### config.mk
export PLATFORM = sky130hd
export DESIGN_NAME = intr_accept_unit
export DESIGN_NICKNAME = d
export VERILOG_FILES = /design/src/rtl/intr_pkg.sv /design/src/rtl/nmi_edge_det.sv /design/src/rtl/take_arbiter.sv /design/src/rtl/save_bank.sv /design/src/rtl/intr_accept_unit.sv
export SDC_FILE = /design/constraint.sdc
export NUM_CORES = 1
export LEC_CHECK = 0
export BUFFER_PORTS_ARGS = -buffer_cell sky130_fd_sc_hd__buf_2
export CAP_MARGIN = 20
export CORE_MARGIN = 3
export CORE_UTILIZATION = 33
export CTS_CLUSTER_DIAMETER = 120
export CTS_CLUSTER_SIZE = 10
export DETAILED_ROUTE_END_ITERATION = 10
export PLACE_DENSITY = 0.62
export SLEW_MARGIN = 0
export SYNTH_ARGS = -nofsm -noshare
export SYNTH_HDL_FRONTEND = slang
export SYNTH_SLANG_ARGS = --single-unit
### constraint.sdc
create_clock -name clk -period 1.6 [get_ports clk]
set_input_delay 0.24 -clock clk [delete_from_list [all_inputs] [get_ports clk]]
set_output_delay 0.24 -clock clk [all_outputs]
set_load 0.02 [all_outputs]
### src/rtl/intr_pkg.sv
package intr_pkg;
  localparam int FLG_W   = 16;
  localparam int PC_W    = 24;
  localparam int IPL_W   = 3;
  localparam int SWI_W   = 6;
  localparam int SWI_LIM = 32;
  localparam int SYNC_N  = 2;

  localparam int B_CARRY = 0;
  localparam int B_DBG   = 1;
  localparam int B_ZERO  = 2;
  localparam int B_SIGN  = 3;
  localparam int B_BANK  = 4;
  localparam int B_OVF   = 5;
  localparam int B_IEN   = 6;
  localparam int B_USP   = 7;
  localparam int B_IPL   = 12;

  localparam logic [FLG_W-1:0] RSV_MASK = 16'h8F00;

  typedef enum logic [1:0] {
    SRC_NONE = 2'd0,
    SRC_MASK = 2'd1,
    SRC_STEP = 2'd2,
    SRC_NMI  = 2'd3
  } src_e;
endpackage

### src/rtl/nmi_edge_det.sv
module nmi_edge_det #(
  parameter int STAGES = 2
) (
  input  logic clk,
  input  logic rst,
  input  logic pin,
  input  logic clr,
  output logic pend
);
  // sh[0..STAGES-1] synchronise; sh[STAGES] holds the previous synced value
  logic [STAGES:0] sh;
  logic            fall;

  always_ff @(posedge clk) begin
    if (rst) sh <= '1;
    else     sh <= {sh[STAGES-1:0], pin};
  end

  assign fall = sh[STAGES] & ~sh[STAGES-1];

  always_ff @(posedge clk) begin
    if (rst) pend <= 1'b0;
    else     pend <= fall | (pend & ~clr);
  end

  // a pending event is never dropped before it is consumed
  assert_nmi_hold_R6: assert property (@(posedge clk) disable iff (rst)
    pend && !clr |=> pend);
endmodule

### src/rtl/take_arbiter.sv
module take_arbiter
  import intr_pkg::*;
(
  input  logic             instr_end,
  input  logic             hold,
  input  logic             nmi_pend,
  input  logic             dbg,
  input  logic             ien,
  input  logic [IPL_W-1:0] ipl,
  input  logic             irq_req,
  input  logic [IPL_W-1:0] irq_lvl,
  input  logic             irq_fast,
  output src_e             src,
  output logic             fast
);
  logic boundary;
  logic mask_ok;

  assign boundary = instr_end & ~hold;
  assign mask_ok  = irq_req & ien & (irq_lvl > ipl);

  always_comb begin
    src  = SRC_NONE;
    fast = 1'b0;
    if (boundary) begin
      if (nmi_pend)     src = SRC_NMI;
      else if (dbg)     src = SRC_STEP;
      else if (mask_ok) begin
        src  = SRC_MASK;
        fast = irq_fast;
      end
    end
  end
endmodule

### src/rtl/save_bank.sv
module save_bank
  import intr_pkg::*;
(
  input  logic             clk,
  input  logic             rst,
  input  logic             save_en,
  input  logic [FLG_W-1:0] flg_in,
  input  logic [PC_W-1:0]  pc_in,
  input  logic             vct_we,
  input  logic [PC_W-1:0]  vct_in,
  output logic [FLG_W-1:0] svf,
  output logic [PC_W-1:0]  svp,
  output logic [PC_W-1:0]  vct
);
  always_ff @(posedge clk) begin
    if (rst) begin
      svf <= '0;
      svp <= '0;
      vct <= '0;
    end else begin
      if (save_en) begin
        svf <= flg_in;
        svp <= pc_in;
      end
      if (vct_we) vct <= vct_in;
    end
  end
endmodule

### src/rtl/intr_accept_unit.sv
module intr_accept_unit
  import intr_pkg::*;
(
  input  logic             clk,
  input  logic             rst,
  input  logic             instr_end,
  input  logic             irq_req,
  input  logic [IPL_W-1:0] irq_lvl,
  input  logic             irq_fast,
  input  logic             nmi_pin,
  input  logic             swi_take,
  input  logic [SWI_W-1:0] swi_num,
  input  logic             flg_we,
  input  logic [FLG_W-1:0] flg_wdata,
  input  logic [PC_W-1:0]  pc_in,
  input  logic             vct_we,
  input  logic [PC_W-1:0]  vct_wdata,
  input  logic             restore,
  output logic [FLG_W-1:0] flg_o,
  output logic             take_o,
  output logic [1:0]       take_kind_o,
  output logic             fast_o,
  output logic [PC_W-1:0]  jump_o,
  output logic [FLG_W-1:0] svf_o,
  output logic [PC_W-1:0]  svp_o,
  output logic             pc_load_o,
  output logic [PC_W-1:0]  pc_load_addr_o
);
  logic [FLG_W-1:0] flg_q, flg_d;
  logic             nmi_pend;
  src_e             src;
  logic             fast;
  logic             take;
  logic [PC_W-1:0]  vct;

  nmi_edge_det #(.STAGES(SYNC_N)) u_nmi (
    .clk (clk),
    .rst (rst),
    .pin (nmi_pin),
    .clr (src == SRC_NMI),
    .pend(nmi_pend)
  );

  take_arbiter u_arb (
    .instr_end(instr_end),
    .hold     (restore),
    .nmi_pend (nmi_pend),
    .dbg      (flg_q[B_DBG]),
    .ien      (flg_q[B_IEN]),
    .ipl      (flg_q[B_IPL +: IPL_W]),
    .irq_req  (irq_req),
    .irq_lvl  (irq_lvl),
    .irq_fast (irq_fast),
    .src      (src),
    .fast     (fast)
  );

  save_bank u_save (
    .clk    (clk),
    .rst    (rst),
    .save_en(fast),
    .flg_in (flg_q),
    .pc_in  (pc_in),
    .vct_we (vct_we),
    .vct_in (vct_wdata),
    .svf    (svf_o),
    .svp    (svp_o),
    .vct    (vct)
  );

  assign take = (src != SRC_NONE);

  // flag word next-state: restore > take > software interrupt > datapath write
  always_comb begin
    flg_d = flg_q;
    if (restore) begin
      flg_d = svf_o & ~RSV_MASK;
    end else if (take) begin
      flg_d[B_IEN] = 1'b0;
      flg_d[B_USP] = 1'b0;
      if (src == SRC_STEP) flg_d[B_DBG] = 1'b0;
    end else if (swi_take) begin
      if (int'(swi_num) < SWI_LIM) flg_d[B_USP] = 1'b0;
    end else if (flg_we) begin
      flg_d = flg_wdata & ~RSV_MASK;
    end
  end

  always_ff @(posedge clk) begin
    if (rst) begin
      flg_q          <= '0;
      take_o         <= 1'b0;
      take_kind_o    <= 2'd0;
      fast_o         <= 1'b0;
      jump_o         <= '0;
      pc_load_o      <= 1'b0;
      pc_load_addr_o <= '0;
    end else begin
      flg_q       <= flg_d;
      take_o      <= take;
      take_kind_o <= src;
      fast_o      <= fast;
      pc_load_o   <= restore;
      if (fast)    jump_o         <= vct;
      if (restore) pc_load_addr_o <= svp_o;
    end
  end

  assign flg_o = flg_q;

  assert_rsv_zero_R2: assert property (@(posedge clk) disable iff (rst)
    (flg_q & RSV_MASK) == '0);

  assert_mask_gate_R3: assert property (@(posedge clk) disable iff (rst)
    take_o && take_kind_o == SRC_MASK |->
      $past(flg_q[B_IEN]) && ($past(irq_lvl) > $past(flg_q[B_IPL +: IPL_W])));

  assert_take_clears_R4: assert property (@(posedge clk) disable iff (rst)
    take_o |-> !flg_q[B_IEN] && !flg_q[B_USP] && take_kind_o != SRC_NONE);

  assert_step_clears_R5: assert property (@(posedge clk) disable iff (rst)
    take_o && take_kind_o == SRC_STEP |-> !flg_q[B_DBG]);

  assert_order_R7: assert property (@(posedge clk) disable iff (rst)
    take_o && take_kind_o == SRC_MASK |-> !$past(nmi_pend) && !$past(flg_q[B_DBG]));

  assert_fast_save_R9: assert property (@(posedge clk) disable iff (rst)
    fast_o |-> svf_o == $past(flg_q) && svp_o == $past(pc_in) && take_kind_o == SRC_MASK);

  assert_restore_R10: assert property (@(posedge clk) disable iff (rst)
    pc_load_o |-> flg_q == ($past(svf_o) & ~RSV_MASK) && !take_o
                 && pc_load_addr_o == $past(svp_o));
endmodule

==> summary.md, run 1 <==
| Metric | Value |
|---|---|
| Highest metal used | `met4` |
| DP Wirelength | `8859 microns` |
| Distinct cells, synth | `34` |
| Setup Skew | `0.01326 ns` |
| Via density | `4.812` |
| Slowest CP cell | `dfxtp_4` |
| Drt drc | `0` |
| IO Port Bufs | `171` |
| Final Max Slew Viols | `0` |
| YS warnings | `0` |
| Crit path launch | `flg_o[14]$_SDFFE_PP0P_` |
| LEAKAGE | `0.003133 uW` |
| Cells after Synth | `533` |
| FF+latch area | `2551 sq um` |
| WHS | `0.01476 ns` |
| Pwr dens | `1159 nW/um^2` |
| Ys async rst share | `0` |
| CP most frequent cell | `buf_6` |
| Die Y | `126.2 microns` |
| Clk Latency, worst-skew pair | `0.42 ns` |
| Largest net degree at the start of global routing | `82` |
| Critical path buffers and inverters | `5` |
| Nature of the critical path endpoint | `register` |
| Reg2reg path depth | `11` |
| Initial antenna violation count | `1` |
| Final nets | `798` |
| First-pass GRT wire length | `21170 microns` |
| Post-DRT Antenna Nets | `0` |
| Vias in the first global route | `4232` |
| Worst r2r src | `flg_o[14]$_SDFFE_PP0P_` |
| Hold path startpoint | `nmi_pin` |
| Die area | `15930 sq um` |
| Fill cells | `1355` |
| Critical path type | `reg2reg` |
| Largest delay share family, worst path | `buffers and inverters` |
| Fmax | `551.2 MHz` |
| GRT Overall Usage | `0.1652` |
| CP Launch Type | `register` |
| Finish-stage setup viols | `71` |
| Met2 routed WL | `6578 microns` |
| Final Hold Vio Count | `0` |
| Final GP Congestion | `0.8137` |
| Sink Count | `127` |
| Routed wl met3 | `1034 microns` |
| Worst Path Max Fanout | `8` |
| Number of synthesized flops with an enable pin | `0` |
| Failing checks | `negative setup slack` |
| Slowest stage delay, CP | `0.36 ns` |
| Initial core utilization | `0.3410` |
| Setup tns final | `-12.11 ns` |
| Hold-fix buffers at CTS | `0` |
| Sequential-to-total area share from yosys stat | `0.5331` |
| Share of cells above drive strength 1 | `0.4047` |
| CTS tree | `done` |
| Cell Count, Final, Fillers Out | `905` |
| Dpl cells | `865` |
| I/O Pins | `192` |
| Worst Hold End | `u_nmi.sh[0]$_SDFF_PP1_` |
| Die width | `126.2 microns` |
| Per-cell routed wire length | `15.11 microns` |
| R2R setup slack | `-0.21 ns` |
| Root buffer cell | `clkbuf_16` |
| Max-cap violations | `0` |
| Critical Path, Cell by Cell | `inv_4, ha_4, nand3_2, and4_4, buf_6, buf_6, nand3_4, buf_6, clkbuf_16, nand2_2, a21oi_1` |
| WP data arrival | `2.10 ns` |
| DR iter-0 viols | `156` |
| Synth Flop Type | `dfxtp_1` |
| Required time worst endpoint | `1.88 ns` |
| Layout Area Growth over Synthesis | `44.81%` |
| Met1 WL | `5770 microns` |
| Status | `complete, but fails checks` |
| Worst-path clk slew | `0.05 ns` |
| RSZ-0062 raised after global routing | `true` |
| Synth Area per Inst | `8.949 sq um` |
| Rows | `43` |
| Crit path time final | `1.814 ns` |
| Min setup slack post-route | `-0.2141 ns` |
| Reg2reg end | `u_save.svp[4]$_SDFFE_PP0P_` |
| Core footprint | `13990 sq um` |
| GR Overflow Total | `0` |
| Via count | `4355` |
| Final period util | `1.134` |
| Worst ir drop on vdd | `0.9139 mV` |
| Area of the multi-input gates | `2161 sq um` |
| Clock Path Buffers | `2` |
| Mapped Area | `4770 sq um` |
| Placed instance area | `5888 sq um` |
| Final instance area | `6907 sq um` |
| Count of state elements after synthesis | `127` |
| Hold path cells | `2` |
| CTS buffer count | `17` |
| Detailed-route wire length | `13680 microns` |
| # H-tree levels | `4` |
| HP Class | `in2reg` |
| DRT Pass-1 Iters | `4` |
## state kept, by name (all words and copies together) (netlist names), 2 cells and up
name / cells
u_save.svf: 11
jump_o: 24
u_nmi.sh: 3
pc_load_addr_o: 24
flg_o: 11
u_save.vct: 24
take_kind_o: 2
u_save.svp: 24
## worst reg2reg max path, stage by stage (launching register included)
cell       delay (ns)
dfxtp_4          0.36
inv_4            0.04
ha_4             0.24
nand3_2          0.07
and4_4           0.22
buf_6            0.11
buf_6            0.09
nand3_4          0.11
buf_6            0.16
clkbuf_16        0.17
nand2_2          0.06
a21oi_1          0.05
## where the power goes
group | internal [uW] | leakage [uW] | switching (uW)
Combinational | 233 | 0.00179 | 276
Sequential | 3220 | 0.00103 | 34.7
Clock | 2870 | 0.000316 | 1370
Total | 6320 | 0.00313 | 1680
## cell families (layout without fill, tap and decap cells)
logic type,count (synthesis),in the layout,share of synthesized area
buf+inv,55,237,0.06322
mux,49,49,0.1028
compound gates,87,87,0.1089
flops,127,127,0.5331
other cells,1,11,0.0007862
simple gates,211,211,0.1834
fa+ha+maj,3,3,0.007871
## area by class of cell
class / count / area share
clock buffer: 23 / 0.07391
timing repair buffer: 200 / 0.1857
sequential: 127 / 0.3694
antenna: 1 / 0.0003623
multi-input combinational: 360 / 0.3129
tap: 180 / 0.03261
clock inverter: 8 / 0.02156
inverter: 6 / 0.003623
## stage by stage
| step | setup slack [ns] | total power [uW] | util |
|---|---|---|---|
| after floorplan | -0.1427 | 3618 | - |
| after global placement | -0.1881 | 3776 | 0.4209 |
| after detailed placement | -0.2736 | 3792 | 0.4209 |
| after CTS | -0.1911 | 8064 | 0.4799 |
| after global routing | -0.2991 | 8284 | 0.4937 |
| final | -0.2141 | 8007 | 0.4937 |
## worst max path at each step
stage | end | depth (start not counted)
CTS | u_save.svp[21]$_SDFFE_PP0P_ | 10
finish | u_save.svp[4]$_SDFFE_PP0P_ | 11
detailed placement | flg_o[12]$_SDFFE_PP0P_ | 8
global route | jump_o[23]$_SDFFE_PP0P_ | 11
global placement | flg_o[5]$_SDFFE_PP0P_ | 8
floorplan | flg_o[12]$_SDFFE_PP0P_ | 8
## cells in the mapped netlist (all sizes together), types with 4 or more instances
| master | number | area (sq um) |
|---|---|---|
| a211oi | 4 | 30.03 |
| a21bo | 7 | 70.07 |
| a21oi | 61 | 305.3 |
| a311oi | 6 | 52.55 |
| buf | 30 | 207.7 |
| clkbuf | 19 | 71.32 |
| dfxtp | 127 | 2542 |
| inv | 6 | 22.52 |
| mux2i | 49 | 490.5 |
| nand2 | 119 | 446.7 |
| nand3 | 8 | 40.04 |
| nor2 | 64 | 240.2 |
| nor3 | 4 | 20.02 |
| o21ai | 5 | 25.02 |
| or2 | 4 | 25.02 |
## layer usage
| metal | vias up | track usage |
|---|---|---|
| met5 | - | 0 |
| met4 | 0 | 0.07129 |
| met3 | 24 | 0.06913 |
| met2 | 153 | 0.2645 |
| met1 | 2066 | 0.1945 |
| li1 | 2112 | - |
## placed cells by master, fill, tap and decap left out, types with 2 or more instances in the layout
cell type / synthesis / final
buf_2: 13 / 170
dfxtp_1: 127 / 124
nand2_1: 119 / 95
nor2_1: 64 / 64
a21oi_1: 61 / 53
mux2i_1: 49 / 49
nand2_2: 0 / 21
clkbuf_16: 0 / 21
buf_4: 13 / 12
conb_1: 1 / 10
buf_12: 0 / 8
a21oi_2: 0 / 7
a21bo_2: 7 / 7
nand3_1: 8 / 6
buf_6: 4 / 5
inv_1: 6 / 4
or2_2: 4 / 4
nor3_1: 4 / 4
o21ai_0: 4 / 4
bufinv_16: 0 / 4
nand2_4: 0 / 3
a211oi_1: 4 / 3
a311oi_1: 6 / 3
a311oi_2: 0 / 3
and4_1: 2 / 2
ha_4: 0 / 2
clkbuf_8: 0 / 2
clkinvlp_4: 0 / 2
clkbuf_1: 19 / 2
dfxtp_4: 0 / 2
## what timing repair did
item,CTS,global route
resized for setup,21,36
gates cloned,2,2
pin swaps,5,6
endpoints found under the setup margin,73,72
setup buffers,2,2
Power figures use the tool's default switching activity.
==> inputs of run 2 (changes only) <==
==> constraint.sdc (replaced) <==
create_clock -name clk -period 1.6 [get_ports clk]
set_input_delay 0.24 -clock clk [delete_from_list [all_inputs] [get_ports clk]]
set_output_delay 0.24 -clock clk [all_outputs]
set_load 0.05 [all_outputs]
==> run 2 against run 1 <==
The flow still finishes with violations (negative setup slack). Global-route usage increased by 0.35 points. First-iteration DRC count increased by 11%. Fmax decreased by 1.3%. Clock skew decreased by 0.0084 ns. Sequential share of layout area decreased by 1.5 points. Largest cell class unchanged.
==> summary.md, run 2 (synthesis gave the netlist of run 1 again) <==
| Metric | Value |
|---|---|
| Final period util | `1.149` |
| CTS buffer count | `17` |
| Most common cell after layout, fill and taps aside | `buf_2` |
| Critical path buffers and inverters | `4` |
| Clock Path Buffers | `2` |
| FF+latch area | `2554 sq um` |
| DP Wirelength | `8710 microns` |
| Detailed-route wire length | `14750 microns` |
| Clk Latency, worst-skew pair | `0.41 ns` |
| WP data arrival | `2.18 ns` |
| Nature of the critical path endpoint | `register` |
| Most frequent cells in the layout | `170 x buf_2, 124 x dfxtp_1, 86 x nand2_1` |
| Required time worst endpoint | `1.94 ns` |
| Root buffer cell | `clkbuf_16` |
| DR iter-0 viols | `173` |
| GR Overflow Total | `0` |
| LEAKAGE | `0.003317 uW` |
| Worst Path Max Fanout | `5` |
| Die area | `15930 sq um` |
| Via density | `4.769` |
| Area of the multi-input gates | `2338 sq um` |
| Min setup slack post-route | `-0.2377 ns` |
| Fill cells | `1324` |
| Post-DRT Antenna Nets | `0` |
| Die width | `126.2 microns` |
| Vias in the first global route | `4157` |
| Status | `complete, but fails checks` |
| Largest net degree at the start of global routing | `53` |
| I/O Pins | `192` |
| Critical path type | `reg2reg` |
| Fin util | `0.5157` |
| Initial core utilization | `0.3410` |
| Layout Area Growth over Synthesis | `51.23%` |
| First-pass GRT wire length | `21370 microns` |
| # H-tree levels | `4` |
| Core footprint | `13990 sq um` |
| Sink Count | `127` |
| DRT Pass-1 Iters | `4` |
| Final GP Congestion | `0.7857` |
| Per-cell routed wire length | `15.99 microns` |
| Drt drc | `0` |
| IO Port Bufs | `171` |
| Final instance area | `7213 sq um` |
| RSZ-0062 raised after global routing | `true` |
| Finish-stage setup viols | `72` |
| Worst ir drop on vdd | `0.6302 mV` |
| Critical Path, Cell by Cell | `inv_4, ha_4, nand2_2, o21ai_2, buf_6, and3_4, buf_12, clkbuf_16, nand2_4, a21oi_2` |
| Fmax | `544.2 MHz` |
| GRT Overall Usage | `0.1686` |
| Slowest CP cell | `dfxtp_4` |
| Via count | `4397` |
| Die Y | `126.2 microns` |
| Final nets | `814` |
| Setup Skew | `0.004908 ns` |
| CTS tree | `done` |
| Crit path time final | `1.838 ns` |
| HP Class | `in2reg` |
| Pwr dens | `1030 nW/um^2` |
| Slowest stage delay, CP | `0.36 ns` |
| Worst-path clk slew | `0.06 ns` |
| Largest delay share family, worst path | `buffers and inverters` |
| Final Hold Vio Count | `0` |
| Placed instance area | `5893 sq um` |
| Rows | `43` |
| R2R setup slack | `-0.24 ns` |
| CP Launch Type | `register` |
| Share of cells above drive strength 1 | `0.4669` |
| Initial antenna violation count | `1` |
| Failing checks | `negative setup slack` |
| Final Max Slew Viols | `0` |
| Max-cap violations | `0` |
run 2: through the flow:
step	total power (uW)	hold WS [ns]	setup slack, ns	setup TNS, ns	std cells
2_1_floorplan	3687	0.3438	-0.2136	-6.681	542
3_3_place_gp	3851	0.4024	-0.2072	-11.18	867
3_5_place_dp	3863	0.3938	-0.2725	-12.84	867
4_1_cts	7450	0.04422	-0.1959	-10.43	905
5_1_grt	7701	0.04519	-0.3046	-18.75	922
6_report	7430	0.06294	-0.2377	-14.15	922
run 2: timing repair:
| item | CTS | global route |
|---|---|---|
| endpoints found under the setup margin | 72 | 72 |
| pin swaps | 1 | 38 |
| cloned | 3 | 8 |
| hold buffers | 1 | 0 |
| setup buffers | 2 | 8 |
| resized for setup | 15 | 91 |
| hold endpoints to repair | 1 | 0 |
run 2: routing by layer:
layer	part of all wire	routed length [microns]	GRT usage
met1	0.43	6364	0.2064
met2	0.48	7026	0.2742
met3	0.072	1058	0.05725
met4	0.020	298	0.06562
met5	0	0	0
run 2: final timing paths:
check,from,to,cells after the start
worst max-delay path,flg_o[14]$_SDFFE_PP0P_,u_save.svf[4]$_SDFFE_PP0P_,10
worst max register to register,flg_o[14]$_SDFFE_PP0P_,u_save.svf[4]$_SDFFE_PP0P_,10
worst min register to register,u_nmi.sh[0]$_SDFF_PP1_,u_nmi.sh[1]$_SDFF_PP1_,1
worst min-delay path,pc_in[5],u_save.svp[5]$_SDFFE_PP0P_,3
run 2: cell type report:
class	instances	area share
multi-input cells	360	0.3242
well taps	180	0.03122
clock inverters	9	0.008153
flip-flops and latches	127	0.3540
diodes	1	0.0003469
repair buffers	216	0.2095
inverters	6	0.003469
clock buffers	23	0.06904
run 2: power breakdown:
part	switching, uW	internal (uW)	total [uW]
sequential	41.3	3220	3260
clock	1390	2170	3560
combinational	359	246	605
total	1790	5640	7430
run 2: worst min-delay path, cell delays in order:
cell and delay (ns):
buf_2 0.09, nand2_1 0.04, a21oi_1 0.05
